**config.mk**
```make
export PLATFORM = sky130hd
export DESIGN_NAME = moddown_timer
export DESIGN_NICKNAME = d
export VERILOG_FILES = /design/src/rtl/mdc_pkg.sv /design/src/rtl/mdc_prescaler.sv /design/src/rtl/mdc_readmux.sv /design/src/rtl/moddown_timer.sv
export SDC_FILE = /design/constraint.sdc
export NUM_CORES = 1
export LEC_CHECK = 0
export BUFFER_PORTS_ARGS = -buffer_cell sky130_fd_sc_hd__buf_2
export CORE_MARGIN = 1.5
export CORE_UTILIZATION = 32
export CTS_CLUSTER_DIAMETER = 80
export CTS_CLUSTER_SIZE = 14
export DETAILED_ROUTE_END_ITERATION = 10
export GPL_ROUTABILITY_DRIVEN = 0
export MAX_ROUTING_LAYER = met4
export PLACE_DENSITY = 0.51
export SYNTH_ARGS = -nofsm -noshare
export SYNTH_HDL_FRONTEND = slang
export SYNTH_SLANG_ARGS = --single-unit
```
**constraint.sdc**
```tcl
create_clock -name clk -period 4.2 [get_ports clk]
set_clock_uncertainty 0.1 [all_clocks]
set_input_delay 0.42 -clock clk [delete_from_list [all_inputs] [get_ports clk]]
set_output_delay 0.42 -clock clk [all_outputs]
set_load 0.05 [all_outputs]
```
**src/rtl/mdc_pkg.sv**
```systemverilog
`timescale 1ns/1ps
package mdc_pkg;
    localparam int PRESC_W = 4;

    typedef enum logic [1:0] {
        DIV_1  = 2'd0,
        DIV_4  = 2'd1,
        DIV_8  = 2'd2,
        DIV_16 = 2'd3
    } presc_e;

    // Last divider state before a tick, for each divide ratio.
    function automatic logic [PRESC_W-1:0] presc_limit(input presc_e s);
        case (s)
            DIV_1:   presc_limit = PRESC_W'(0);
            DIV_4:   presc_limit = PRESC_W'(3);
            DIV_8:   presc_limit = PRESC_W'(7);
            default: presc_limit = PRESC_W'(15);
        endcase
    endfunction
endpackage

```
**src/rtl/mdc_prescaler.sv**
```systemverilog
`timescale 1ns/1ps
module mdc_prescaler
    import mdc_pkg::*;
(
    input  logic       clk,
    input  logic       rst_n,
    input  logic       en,
    input  logic       clr,
    input  logic [1:0] sel,
    output logic       tick
);
    logic [PRESC_W-1:0] presc_d, presc_q;
    logic [PRESC_W-1:0] limit;

    always_comb begin
        limit   = presc_limit(presc_e'(sel));
        tick    = en && (presc_q >= limit);
        presc_d = presc_q;
        if (clr)
            presc_d = '0;
        else if (en)
            presc_d = tick ? '0 : presc_q + PRESC_W'(1);
    end

    always_ff @(posedge clk or negedge rst_n) begin
        if (!rst_n) presc_q <= '0;
        else        presc_q <= presc_d;
    end


    presc_step_chk: assert property (@(posedge clk) disable iff (!rst_n)
        (en && !clr && !tick) |=> (presc_q == $past(presc_q) + PRESC_W'(1)));


    presc_hold_chk: assert property (@(posedge clk) disable iff (!rst_n)
        (!en && !clr) |=> $stable(presc_q));
endmodule

```
**src/rtl/mdc_readmux.sv**
```systemverilog
`timescale 1ns/1ps
module mdc_readmux #(
    parameter int W = 16
) (
    input  logic         sel,
    input  logic [W-1:0] live,
    input  logic [W-1:0] reload,
    output logic [W-1:0] q
);
    always_comb q = sel ? reload : live;
endmodule

```
**src/rtl/moddown_timer.sv**
```systemverilog
`timescale 1ns/1ps
module moddown_timer #(
    parameter int CNT_W = 16
) (
    input  logic             clk,
    input  logic             rst_n,
    input  logic             wr_en,
    input  logic [CNT_W-1:0] wr_data,
    input  logic             rd_sel,
    output logic [CNT_W-1:0] rd_data,
    input  logic             cnt_en,
    input  logic             periodic_mode,
    input  logic [1:0]       presc_sel,
    input  logic             force_load,
    input  logic             flag_clr,
    input  logic             latch_en,
    input  logic             buf_en,
    output logic             zero_flag,
    output logic             latch_req
);
    localparam logic [CNT_W-1:0] ONE = CNT_W'(1);

    typedef struct packed {
        logic [CNT_W-1:0] cnt;
        logic [CNT_W-1:0] load;
        logic             flag;
        logic             latch;
    } state_t;

    state_t st_d, st_q;
    logic   tick;
    logic   presc_clr;
    logic   wr_zero;

    mdc_prescaler u_presc (
        .clk   (clk),
        .rst_n (rst_n),
        .en    (cnt_en),
        .clr   (presc_clr),
        .sel   (presc_sel),
        .tick  (tick)
    );

    always_comb begin
        st_d      = st_q;
        presc_clr = 1'b0;
        wr_zero   = wr_en && (wr_data == '0);
        if (wr_en)    st_d.load = wr_data;
        if (flag_clr) st_d.flag = 1'b0;
        st_d.latch = wr_zero && latch_en && buf_en;
        if (wr_zero) begin
            st_d.cnt  = '0;
            presc_clr = 1'b1;
        end else if (wr_en && !periodic_mode) begin
            st_d.cnt  = wr_data;
            presc_clr = 1'b1;
        end else if (force_load) begin
            st_d.cnt  = st_d.load;
            presc_clr = 1'b1;
        end else if (cnt_en && tick && (st_q.cnt != '0)) begin
            if (st_q.cnt == ONE) begin
                st_d.flag = 1'b1;
                st_d.cnt  = periodic_mode ? st_d.load : '0;
            end else begin
                st_d.cnt  = st_q.cnt - ONE;
            end
        end
    end

    always_ff @(posedge clk or negedge rst_n) begin
        if (!rst_n) begin
            st_q.cnt   <= '1;
            st_q.load  <= '1;
            st_q.flag  <= 1'b0;
            st_q.latch <= 1'b0;
        end else begin
            st_q <= st_d;
        end
    end

    mdc_readmux #(.W(CNT_W)) u_rdmux (
        .sel    (rd_sel),
        .live   (st_q.cnt),
        .reload (st_q.load),
        .q      (rd_data)
    );

    assign zero_flag = st_q.flag;
    assign latch_req = st_q.latch;


    flag_src_chk: assert property (@(posedge clk) disable iff (!rst_n)
        $rose(zero_flag) |-> ($past(st_q.cnt) == ONE));


    zero_write_chk: assert property (@(posedge clk) disable iff (!rst_n)
        (wr_en && wr_data == '0 && !flag_clr) |=> (st_q.cnt == '0 && zero_flag == $past(zero_flag)));


    oneshot_park_chk: assert property (@(posedge clk) disable iff (!rst_n)
        (!periodic_mode && st_q.cnt == '0 && !wr_en && !force_load) |=> (st_q.cnt == '0));


    hold_cnt_chk: assert property (@(posedge clk) disable iff (!rst_n)
        (!cnt_en && !wr_en && !force_load) |=> $stable(st_q.cnt));


    latch_src_chk: assert property (@(posedge clk) disable iff (!rst_n)
        latch_req |-> $past(wr_en && latch_en && buf_en));
endmodule

```
# == After elaboration in Yosys (flattened, before gate mapping) ==
# Cells that the tools add are included.
# totals
reg_bits,38
input_bits,28
output_inout_bits,18
word_cells,45
# op_classes
add_sub_neg,2
order_cmp,1
n_eq_ne,3
n_mux,21
reduce_logical,13
# op_table
cell,n
$mux W16,8
$eq A16 B1 Y1 const B,1
$logic_not A16 Y1,1
$reduce_bool A16 Y1,1
$sub A16 B1 Y16 const B,1
$mux W4,3
$pmux W4 S3,1
$mux W1,9
$logic_and A1 B1 Y1,7
$add A4 B1 Y4 const B,1
$ge A4 B4 Y1,1
$reduce_bool A4 Y1,1
$eq A2 B1 Y1 const B,1
$eq A2 B2 Y1 const B,1
$logic_not A2 Y1,1
$reduce_bool A2 Y1,1
$logic_not A1 Y1,1

# == Logic depth before layout (Yosys ltp) ==
# depth
word_depth,10
mapped_depth,11
ltp_nobuf,9

# == Cells and area by module ==
# From an unflattened synthesis, not the netlist that was laid out.
# hier_totals
cells_unflattened,247
area_unflattened_um2,2691.3
# modules_own_cells
mod,n_inst,cells_per_inst,area_each_um2
moddown_timer,1,193,2094.5
mdc_prescaler,1,36,347.8
mdc_readmux,1,18,249.0

# == Worst setup path before layout ==
# No wires, ideal clock.
# synth_path
path_type,input port to output port
start,input rd_sel
end,output rd_data[1]
arrival_time_ns,1.984
required_time_ns,3.680
path_slack_ns,1.696
path_stages,3
path_buffers,2
cell_sequence,clkbuf_1 -> buf_1 -> o21ai_0
# synth_between
elab_chain_len,1
# synth_lines
item,line,text
start: declaration,moddown_timer.sv:9,"input logic rd_sel,"
$mux W16,mdc_readmux.sv:10,always_comb q = sel ? reload : live;
end: declaration,moddown_timer.sv:10,"output logic [CNT_W-1:0] rd_data,"
# Every way passes these cells.

# == Worst setup path after layout ==
# layout_path
start,input wr_en
end,register st_q[23] in the netlist's numbering
# layout_between
elab_chain_len,7
# layout_lines
item,line,text
start: declaration,moddown_timer.sv:7,"input logic wr_en,"
$mux W16,moddown_timer.sv:48,if (wr_en) st_d.load = wr_data;
$mux W16,moddown_timer.sv:63,st_d.cnt = periodic_mode ? st_d.load : '0;
$mux W16,moddown_timer.sv:61,if (st_q.cnt == ONE) begin
$mux W16,moddown_timer.sv:60,end else if (cnt_en && tick && (st_q.cnt != '0)) begin
$mux W16,moddown_timer.sv:57,end else if (force_load) begin
$mux W16,moddown_timer.sv:54,end else if (wr_en && !periodic_mode) begin
$mux W16,moddown_timer.sv:51,if (wr_zero) begin
end signal: assignment,moddown_timer.sv:77,st_q <= st_d;
end: declaration,moddown_timer.sv:30,"state_t st_d, st_q;"
# Several ways; a longest one is shown, not always the timed one. The select of a mux whose other input is x is not followed.
# A chain may end at the register's enable or synchronous reset.

==> results.json <==
{
  "totalWireLength_um": 7130,
  "seqCellArea_um2": 991,
  "leakage_nw": 1.23,
  "cts.sinks": 38,
  "dp.cells": 395,
  "ctsResizeCount": 0,
  "postSynthCellCount": 263,
  "die_area_um2": 8580,
  "hpwl_um": 4910,
  "first_iter_violations": 154,
  "grt_start_max_net_pins": 39,
  "synth_area_leaders": "dfstp_2 (33%), mux2_2 (13%), dfrtp_1 (5.8%)",
  "path_clk_slew_ns": 0.08,
  "hold_violations": 0,
  "synthMuxAreaShare_pct": 13.1,
  "grt_pass1_wl_um": 11700,
  "rows": 32,
  "max_slew_margin_pct": 40.6,
  "reg2reg_depth": 8,
  "n_antenna_cell": 0,
  "post_cts_buffers": 0,
  "finalSetupViolations": 0,
  "cts_tree": "built",
  "hold_class": "in2async",
  "netlist_area_um2": 2570,
  "synthXorXnorAreaFrac_pct": 4.77,
  "ir_drop_uv": 168,
  "reg2reg_to": "st_q[33]",
  "wl_per_cell_um": 17.7,
  "path_class": "in2reg",
  "fin_util_pct": 38.2,
  "vias_per_cell": 5.34,
  "arrival_ns": 2.85,
  "place_ws_ns": 1.14,
  "grt_overflow_total": 0,
  "synth_flop_cell": "dfstp_2",
  "cts_hold_buf": 0,
  "min_period_over_period_pct": 65.8,
  "drt_pass1_iterations": 4,
  "timing.reg2reg.setup_slack_ns": 1.46,
  "synth_nets": 298,
  "antenna_left": 0,
  "cts_buffer_depth": 2,
  "status": "finished clean",
  "syn-mean-instance-area_um2": 9.78,
  "stdcell_count": 403,
  "cp-start-kind": "primary input",
  "die_x_um": 92.6,
  "cts_buffers": 5,
  "ys_warn_count": 0,
  "drive_gt1_share_pct": 43.2,
  "yosys.area_share.simple_pct": 21.4,
  "antenna_found_initial": 0,
  "tns_ns": 0,
  "synthAdderAreaFrac_pct": 3.41,
  "ys_seq_area_share_pct": 38.5,
  "synth_compound_gate_area_share_pct": 14.4,
  "cp_max_fo": 19,
  "fill_cells": 824,
  "maxCapViolCount": 0,
  "fin_nets": 335,
  "insertion_delay_ns": 0.29,
  "core_um2": 7770,
  "multiInputGateArea_um2": 1470,
  "synth_area_leader_cell": "dfstp_2",
  "grt_util_all_layers_pct": 17.9,
  "htreeDepth": 2,
  "via_count": 2153,
  "synth_top_family_by_area": "simple AND/OR/NAND/NOR gates",
  "dieHeight_um": 92.6,
  "worstMarginPinSlew_ns": 0.890,
  "start_util_pct": 33.1,
  "end_kind": "register",
  "ys_seq_elements": 38,
  "fmax_mhz": 362,
  "r2r-start": "st_q[18]",
  "area_growth_pct": 15.5,
  "synth-edff-count": 0,
  "fin_ws_ns": 1.44,
  "ios": 46,
  "synth_cell_types": 49,
  "grt_pass1_vias": 2200,
  "final_max_slew_viol_count": 0,
  "final.min_clock_period_ns": 2.76,
  "required_ns": 4.29,
  "route.detailed.drc": 0,
  "netlist.area_leader.share_pct": 32.7,
  "async_flop_share_pct": 100,
  "p_per_area_nw_per_um2": 399,
  "cts-root-buf": "clkbuf_8",
  "rsz0062_at_grt": "false",
  "port_buffers": 45
}
cell usage in the layout, fill, tap and decap left out, types with 4 or more instances in the layout:
cell	Yosys	layout
a221oi_1	4	4
a22o_1	7	7
a31oi_1	5	5
buf_2	4	45
clkbuf_8	0	5
dfrtp_1	6	6
dfstp_2	32	32
ha_1	7	7
inv_1	6	6
mux2_2	30	30
nand2_1	16	16
nand3_1	8	8
nor2_1	31	31
nor3_1	12	12
nor4_1	7	6
o21ai_0	12	12
o31ai_1	6	6
xnor2_1	10	10
xor2_1	4	4
registers in the layout, indices dropped and copies added (netlist names):
name,count
zero_flag,1
u_presc.presc_q,4
latch_req,1
st_q,32
power breakdown:
group	leakage (nW)	switching [mW]	total [mW]	internal (mW)
clock network	0.0579	0.139	0.314	0.175
logic	0.749	0.226	0.364	0.138
registers	0.419	0.0632	0.507	0.444
total	1.23	0.427	1.18	0.757
routing by layer:
metal / vias to the layer above / GRT usage [%] / wire length, µm
li1: 1046 / - / -
met1: 1041 / 25.0 / 3410
met2: 62 / 26.6 / 3320
met3: 4 / 3.12 / 352
met4: 0 / 5.18 / 43
met5: - / - / 0
worst max-delay path: stages:
cell and delay, ns:
buf_2 0.41, nor4b_4 0.34, nand4_1 0.23, o41ai_2 0.34, o21ba_1 0.43, or2_4 0.37, o31ai_1 0.31
final cells by class:
type                    instances  area share, %
well taps                     102           4.30
flip-flops and latches         38           33.4
inverters                       6          0.758
multi-input cells             201           49.6
clock inverters                 3           1.35
clock buffers                   5           2.32
repair buffers                 48           8.34
metrics by stage:
stage	hold slack [ns]	power (mW)	area, µm²
global placement	0.404	0.873	2860
floorplan	0.0244	0.777	2570
global route	0.228	1.25	2970
finish	0.159	1.18	2970
detailed placement	0.402	0.875	2860
CTS	0.181	1.20	2970
logic make-up (layout without fill, tap and decap cells):
family / count (synthesis) / in the layout
buf+inv: 24 / 62
flops: 38 / 38
compound gates: 49 / 49
fa+ha+maj: 7 / 7
mux: 30 / 30
xor+xnor: 14 / 14
simple gates: 101 / 101
cell usage after synthesis (2+ instances only):
master	count
dfstp_2	32
nor2_1	31
mux2_2	30
nand2_1	16
nor3_1	12
o21ai_0	12
xnor2_1	10
clkbuf_1	9
nand3_1	8
a22o_1	7
ha_1	7
nor4_1	7
dfrtp_1	6
inv_1	6
o31ai_1	6
a31oi_1	5
a221oi_1	4
buf_2	4
xor2_1	4
a21o_1	3
and3_1	3
nand2b_1	3
nand4_1	3
or2_2	3
a21oi_1	2
a311oi_1	2
and4_1	2
buf_1	2
buf_6	2
nand4b_1	2
nor3b_1	2
worst max path at each step:
stage	startpoint	endpoint	slack, ns	cells after the start
after floorplan	rd_sel	rd_data[1]	1.70	3
after global placement	presc_sel[0]	st_q[31]	1.26	10
after detailed placement	wr_en	st_q[23]	1.14	7
after CTS	wr_en	st_q[23]	1.45	7
after global routing	st_q[18]	st_q[33]	1.24	8
final	wr_en	st_q[23]	1.44	7
No activity file was read; power rests on OpenSTA's default activity.
